## src/rtl/tcc_pkg.sv

```systemverilog
package tcc_pkg;
   localparam int TCC_BITS = 3;

   typedef enum logic {
      TCC_UP   = 1'b0,
      TCC_DOWN = 1'b1
   } tcc_dir_e;
endpackage

```

## src/rtl/tcc_tflop.sv

```systemverilog
// Single toggle flip-flop with synchronous reset.
module tcc_tflop #(
   parameter logic RST_VAL = 1'b0
) (
   input  logic clk,
   input  logic rst,
   input  logic t,
   output logic q
);
   always_ff @(posedge clk) begin
      if (rst)
         q <= RST_VAL;
      else if (t)
         q <= ~q;
   end
endmodule

```

## src/rtl/tcc_polarity_mux.sv

```systemverilog
// 2:1 choice between the true and complemented flip-flop output.
module tcc_polarity_mux (
   input  logic q,
   input  logic dn,
   output logic y
);
   always_comb begin
      y = (dn == tcc_pkg::TCC_DOWN) ? ~q : q;
   end
endmodule

```

## src/rtl/tcc_enable_chain.sv

```systemverilog
// Ripple AND chain: stage 0 is tied high, stage i ANDs the selected lower bits.
module tcc_enable_chain #(
   parameter int W = tcc_pkg::TCC_BITS
) (
   input  logic [W-2:0] sel,
   output logic [W-1:0] en
);
   if (W < 2) begin : g_bad_w
      $error("tcc_enable_chain: W must be at least 2");
   end

   assign en[0] = 1'b1;
   for (genvar i = 1; i < W; i++) begin : g_stage
      assign en[i] = en[i-1] & sel[i-1];
   end
endmodule

```

## src/rtl/tcc_counter.sv

```systemverilog
module tcc_counter #(
   parameter int WIDTH = tcc_pkg::TCC_BITS
) (
   input  logic             clk,
   input  logic             rst,
   input  logic             dir_dn,
   output logic [WIDTH-1:0] count,
   output logic [WIDTH-1:0] tgl_en
);
   localparam int NSEL = WIDTH - 1;

   if (WIDTH != 3) begin : g_width_check
      $error("tcc_counter: only a 3-bit count is supported");
   end

   logic [NSEL-1:0] sel_q;

   for (genvar b = 0; b < NSEL; b++) begin : g_mux
      tcc_polarity_mux u_mux (
         .q  (count[b]),
         .dn (dir_dn),
         .y  (sel_q[b])
      );
   end

   tcc_enable_chain #(.W(WIDTH)) u_chain (
      .sel (sel_q),
      .en  (tgl_en)
   );

   for (genvar b = 0; b < WIDTH; b++) begin : g_ff
      tcc_tflop #(.RST_VAL(1'b0)) u_ff (
         .clk (clk),
         .rst (rst),
         .t   (tgl_en[b]),
         .q   (count[b])
      );
   end
endmodule

```

## config.mk

```make
export PLATFORM = sky130hd
export DESIGN_NAME = tcc_counter
export DESIGN_NICKNAME = d
export VERILOG_FILES = /design/src/rtl/tcc_pkg.sv /design/src/rtl/tcc_tflop.sv /design/src/rtl/tcc_polarity_mux.sv /design/src/rtl/tcc_enable_chain.sv /design/src/rtl/tcc_counter.sv
export SDC_FILE = /design/constraint.sdc
export NUM_CORES = 1
export LEC_CHECK = 0
export ABC_CLOCK_PERIOD_IN_PS = 1550
export CAP_MARGIN = 0
export CORE_AREA = 3 3 40 42
export DETAILED_ROUTE_END_ITERATION = 7
export DIE_AREA = 0 0 43 45
export PLACE_DENSITY_LB_ADDON = 0.25
export SYNTH_ARGS = -nofsm -noshare
export SYNTH_HDL_FRONTEND = slang
export SYNTH_SLANG_ARGS = --single-unit
```

## constraint.sdc

```tcl
create_clock -name clk -period 1.55 [get_ports clk]
set_clock_uncertainty 0.15 [all_clocks]
set_input_delay 0.31 -clock clk [delete_from_list [all_inputs] [get_ports clk]]
set_output_delay 0.31 -clock clk [all_outputs]
set_load 0.02 [all_outputs]
```

* Word level (Yosys, flattened, before mapping)
Cells that the tools add are included.
** Storage, ports and cells
- Register bits after elaboration :: 3
- Input bits :: 3
** Operators by class
- Multiplexer cells :: 2
- Bitwise operators :: 4
** Operators with widths (number)
- $not A1 Y1 :: 3
- $mux W1 :: 2
- $and A1 B1 Y1 :: 1

* Logic depth before layout (Yosys ltp)
- Depth in word-level cells :: 3
- Mapped depth :: 3

* Hierarchy
From an unflattened synthesis, not the netlist that was laid out.
** Second synthesis, totals
- Cell total of the unflattened synthesis :: 15
- Area, all modules :: 140.1 um^2
** Modules (own cells, without submodules)
- tcc_tflop :: times used 3, cells each 3, area each 32.5 um^2, seq. area each 20.0 um^2
- tcc_enable_chain :: times used 1, cells each 4, area each 25.0 um^2, seq. area each 0.0 um^2
- tcc_polarity_mux :: times used 2, cells each 1, area each 8.8 um^2, seq. area each 0.0 um^2

* Least setup slack after synthesis
Ideal clock, no wire load.
- Kind :: reg-to-output
- From :: reg g_ff[0].u_ff.q
- To :: out tgl_en[2]
- Arrival :: 0.776 ns
- Setup slack :: 0.314 ns
- Stages on the path, launching flop included :: 4
- Path buffers :: 1
- Path through :: dfxtp_1 > nand2b_1 > o22ai_2 > buf_4
** Between the ends
- Word-level cells in the longest chain between the ends :: 3
** RTL lines
- start: declaration :: line tcc_tflop.sv:8 : output logic q
- start signal: assignment :: line tcc_tflop.sv:14 : q <= ~q;
- $not A1 Y1 :: line tcc_polarity_mux.sv:8 : y = (dn == tcc_pkg::TCC_DOWN) ? ~q : q;
- $mux W1 * :: line tcc_polarity_mux.sv:8
- $and A1 B1 Y1 * :: line tcc_enable_chain.sv:14 : assign en[i] = en[i-1] & sel[i-1];
- end: declaration :: line tcc_counter.sv:8 : output logic [WIDTH-1:0] tgl_en
Mark *: on every way between the ends. The rest lies on a longest branch, timed or not.

* Worst setup path in the final report
Same ends and word-level chain as after synthesis.

==> reports/results.tsv <==
stage	metric	value	unit
outcome	status	finished, final reports clean	
setup_path	Worst setup EP type	primary output	
routing	Wirelength per Cell	7.646	um
clock_network	CTS tree	yes	
run	Max-Cap Viols	0	
cells_and_area	most flop-heavy register	g_ff.u_ff.q	
hold_path	HP Class	reg -> reg	
grt	GRT Residual Overflow	0	
floorplan	die height	45	um
power_and_ir_drop	Tot Pwr	0.3378	mW
timing	final setup violation count	0	
clock_network	CTS Buf Count	3	
synthesis	Seq/Total Area, Yosys	31.79	%
routing	Routed WL	367	um
routing	remaining antenna violation count after routing	0	
setup_path	crit path launch	g_ff[0].u_ff.q	
cells_and_area	most frequent cells in the layout	9 x buf_4, 4 x dlygate4sd2_1, 3 x nor2_1, 3 x clkbuf_4, 2 x dfxtp_1	
setup_path	Worst Path Required	1090	ps
hold_path	startpoint of the worst hold path	g_ff[0].u_ff.q	
cells_and_area	share of cells above drive strength 1	48.48	%
synthesis	Ys Warns	0	
grt	first-pass GRT wire length	586	um
floorplan	Core Area	0.001285	mm2
setup_path	Worst setup SP type	register	
timing	crit path time final	1483	ps
routing	# DRC	0	
setup_path	FF-to-FF Start	g_ff[0].u_ff.q	
synthesis	Synth area leader	dfxtp_1	
placement	gpl congestion	0.6201	
cells_and_area	Nets	37	
clock_network	clk_lat worst skew	230	ps
synthesis	synth top area cells	dfxtp_1 32%, buf_4 24%, mux2_4 7.9%	
routing	vias per cell	3.292	
power_and_ir_drop	switching fraction of total power	28.61	%
cells_and_area	max FFs per register	3	
synthesis	Post-Syn Instances	21	
synthesis	share of the synthesized area in the top cell type	31.79	%
placement	# port buffers	7	
synthesis	Mapped Area	188.9	um2
timing	Slew Limit Fails	0	
clock_network	Clock Pin Slew Worst Setup and Hold Paths	40	ps
floorplan	Die ar.	0.001935	mm2
synthesis	Synth Net Count	24	
clock_network	H-tree Lvls	1	
clock_network	CTS root buf	clkbuf_4	
timing	Fin. Hold Viols	0	
clock_network	CTS sink count	3	
grt	initial antenna violation count	0	
synthesis	count of different cell masters after synthesis	12	
grt	met3 Usage GRT	4.781	%
cells_and_area	biggest regs	g_ff.u_ff.q (3)	
synthesis	Seq cells post-synth	3	
timing	setup TNS	0	ps
timing	Fmax	674.5	MHz
setup_path	RR Endpoint	g_ff[2].u_ff.q	
grt	gr usage total	4.742	%
power_and_ir_drop	P_leak	0.1502	nW
power_and_ir_drop	combinational share of power	31.3	%
power_and_ir_drop	sw power	0.09666	mW
grt	met2 GRT Util	5.389	%
synthesis	syn_area_per_cell	8.997	um2
grt	vias in the first global route	148	
floorplan	# rows	13	
routing	vias	158	
floorplan	Die X	43	um
floorplan	Ports	9	
clock_network	clock buffer depth	2	
grt	largest net degree at the start of global routing	6	
timing	RSZ-0062 raised after global routing	no	
routing	DRT iter0 DRCs	0	
setup_path	worst reg-to-reg path cell count	5	
setup_path	Crit Path Class	reg -> out	
timing	crit share post-route	95.65	%
placement	Post-DP Area	262.8	um2
setup_path	WP data arrival	1020	ps
setup_path	flop2flop setup slack	160	ps
power_and_ir_drop	internal power	0.2412	mW
cells_and_area	n_diodes	0	
power_and_ir_drop	Reg power frac	27.6	%
cells_and_area	commonest non-fill, non-tap cell in the layout	buf_4	
cells_and_area	Final Cell Area	302.8	um2
setup_path	crit path to	tgl_en[2]	
routing	Pre-antenna DRT Iters	1	
setup_path	CP Max Fanout	5	
power_and_ir_drop	PD cells	1116	mW/mm2
floorplan	initial core utilization	14.70	%
grt	GR peak layer	met4	
grt	grt met1 use	4.327	%
power_and_ir_drop	Max IR drop VDD	350.4	uV
power_and_ir_drop	power share of the clock group	41.1	%
cells_and_area	Syn-to-layout area delta	60.26	%
cell type report:
class / instances / area, um2
tap: 15 / 18.77
fill: 140 / 982.2
sequential: 3 / 61.31
multi-input combinational: 12 / 83.83
timing repair buffer: 14 / 112.6
clock buffer: 4 / 26.28
synth_stat cells (all sizes together):
master  n
buf     6
nor2b   1
xor2    1
nor3    1
nand2b  1
nor2    3
mux2    1
conb    1
o22ai   1
and2    1
dfxtp   3
nand2   1
metrics by stage:
step / std cells / hold WS (ps) / utilization (%) / setup slack (ps)
final: 48 / 284.1 / 23.56 / 67.37
after global routing: 48 / 308.8 / 23.56 / 0.1517
after floorplan: 21 / 229.7 / - / 313.6
after global placement: 41 / 296.5 / 20.45 / -613.3
after CTS: 47 / 316.2 / 22.88 / 8.000
after detailed placement: 41 / 307.5 / 20.45 / -622.0
cell families (layout without fill, tap and decap cells):
| logic type | after synthesis | count (layout) | share of synthesized area, % |
|---|---|---|---|
| and+or+nand+nor | 8 | 8 | 23.18 |
| buffers and inverters | 6 | 18 | 23.84 |
| DFF | 3 | 3 | 31.79 |
| other | 1 | 1 | 1.985 |
| AOI/OAI and AO/OA | 1 | 1 | 6.621 |
| xor gates and xnor gates | 1 | 1 | 4.637 |
| muxes | 1 | 1 | 7.945 |
critical path: stages, from the launching register on:
cell and delay [ps]:
dfxtp_2 330, nand2b_1 150, o22ai_2 130, buf_4 170
power by group through the flow:
stage          Combinational (mW)  Clock (mW)  Sequential [mW]
6_report                    0.106       0.139           0.0933
5_1_grt                     0.113       0.154           0.0941
4_1_cts                     0.102       0.144           0.0929
3_5_place_dp                0.103           0           0.0940
3_3_place_gp                0.102           0           0.0933
2_1_floorplan              0.0688           0           0.0945
metal layers:
metal,up-vias,part of all wire [%]
met1,65,45
met5,-,0
met4,0,0
li1,82,-
met2,11,37
met3,0,18
worst min-delay path by stage:
stage | endpoint | slack, ps | cells after the start
floorplan | g_ff[1].u_ff.q | 230 | 1
global placement | g_ff[0].u_ff.q | 300 | 1
detailed placement | g_ff[0].u_ff.q | 310 | 1
CTS | g_ff[0].u_ff.q | 320 | 1
global route | g_ff[0].u_ff.q | 310 | 1
finish | g_ff[0].u_ff.q | 280 | 1
timing repair:
| action | 4_1_cts | 5_1_grt |
|---|---|---|
| pin swaps | 0 | 1 |
| setup buffers | 2 | 1 |
| hold buffers | 0 | 0 |
| endpoints found under the hold margin | 0 | 0 |
| resized for setup | 14 | 1 |
| setup endpoints to repair | 5 | 2 |
Power figures use the tool's default switching activity.
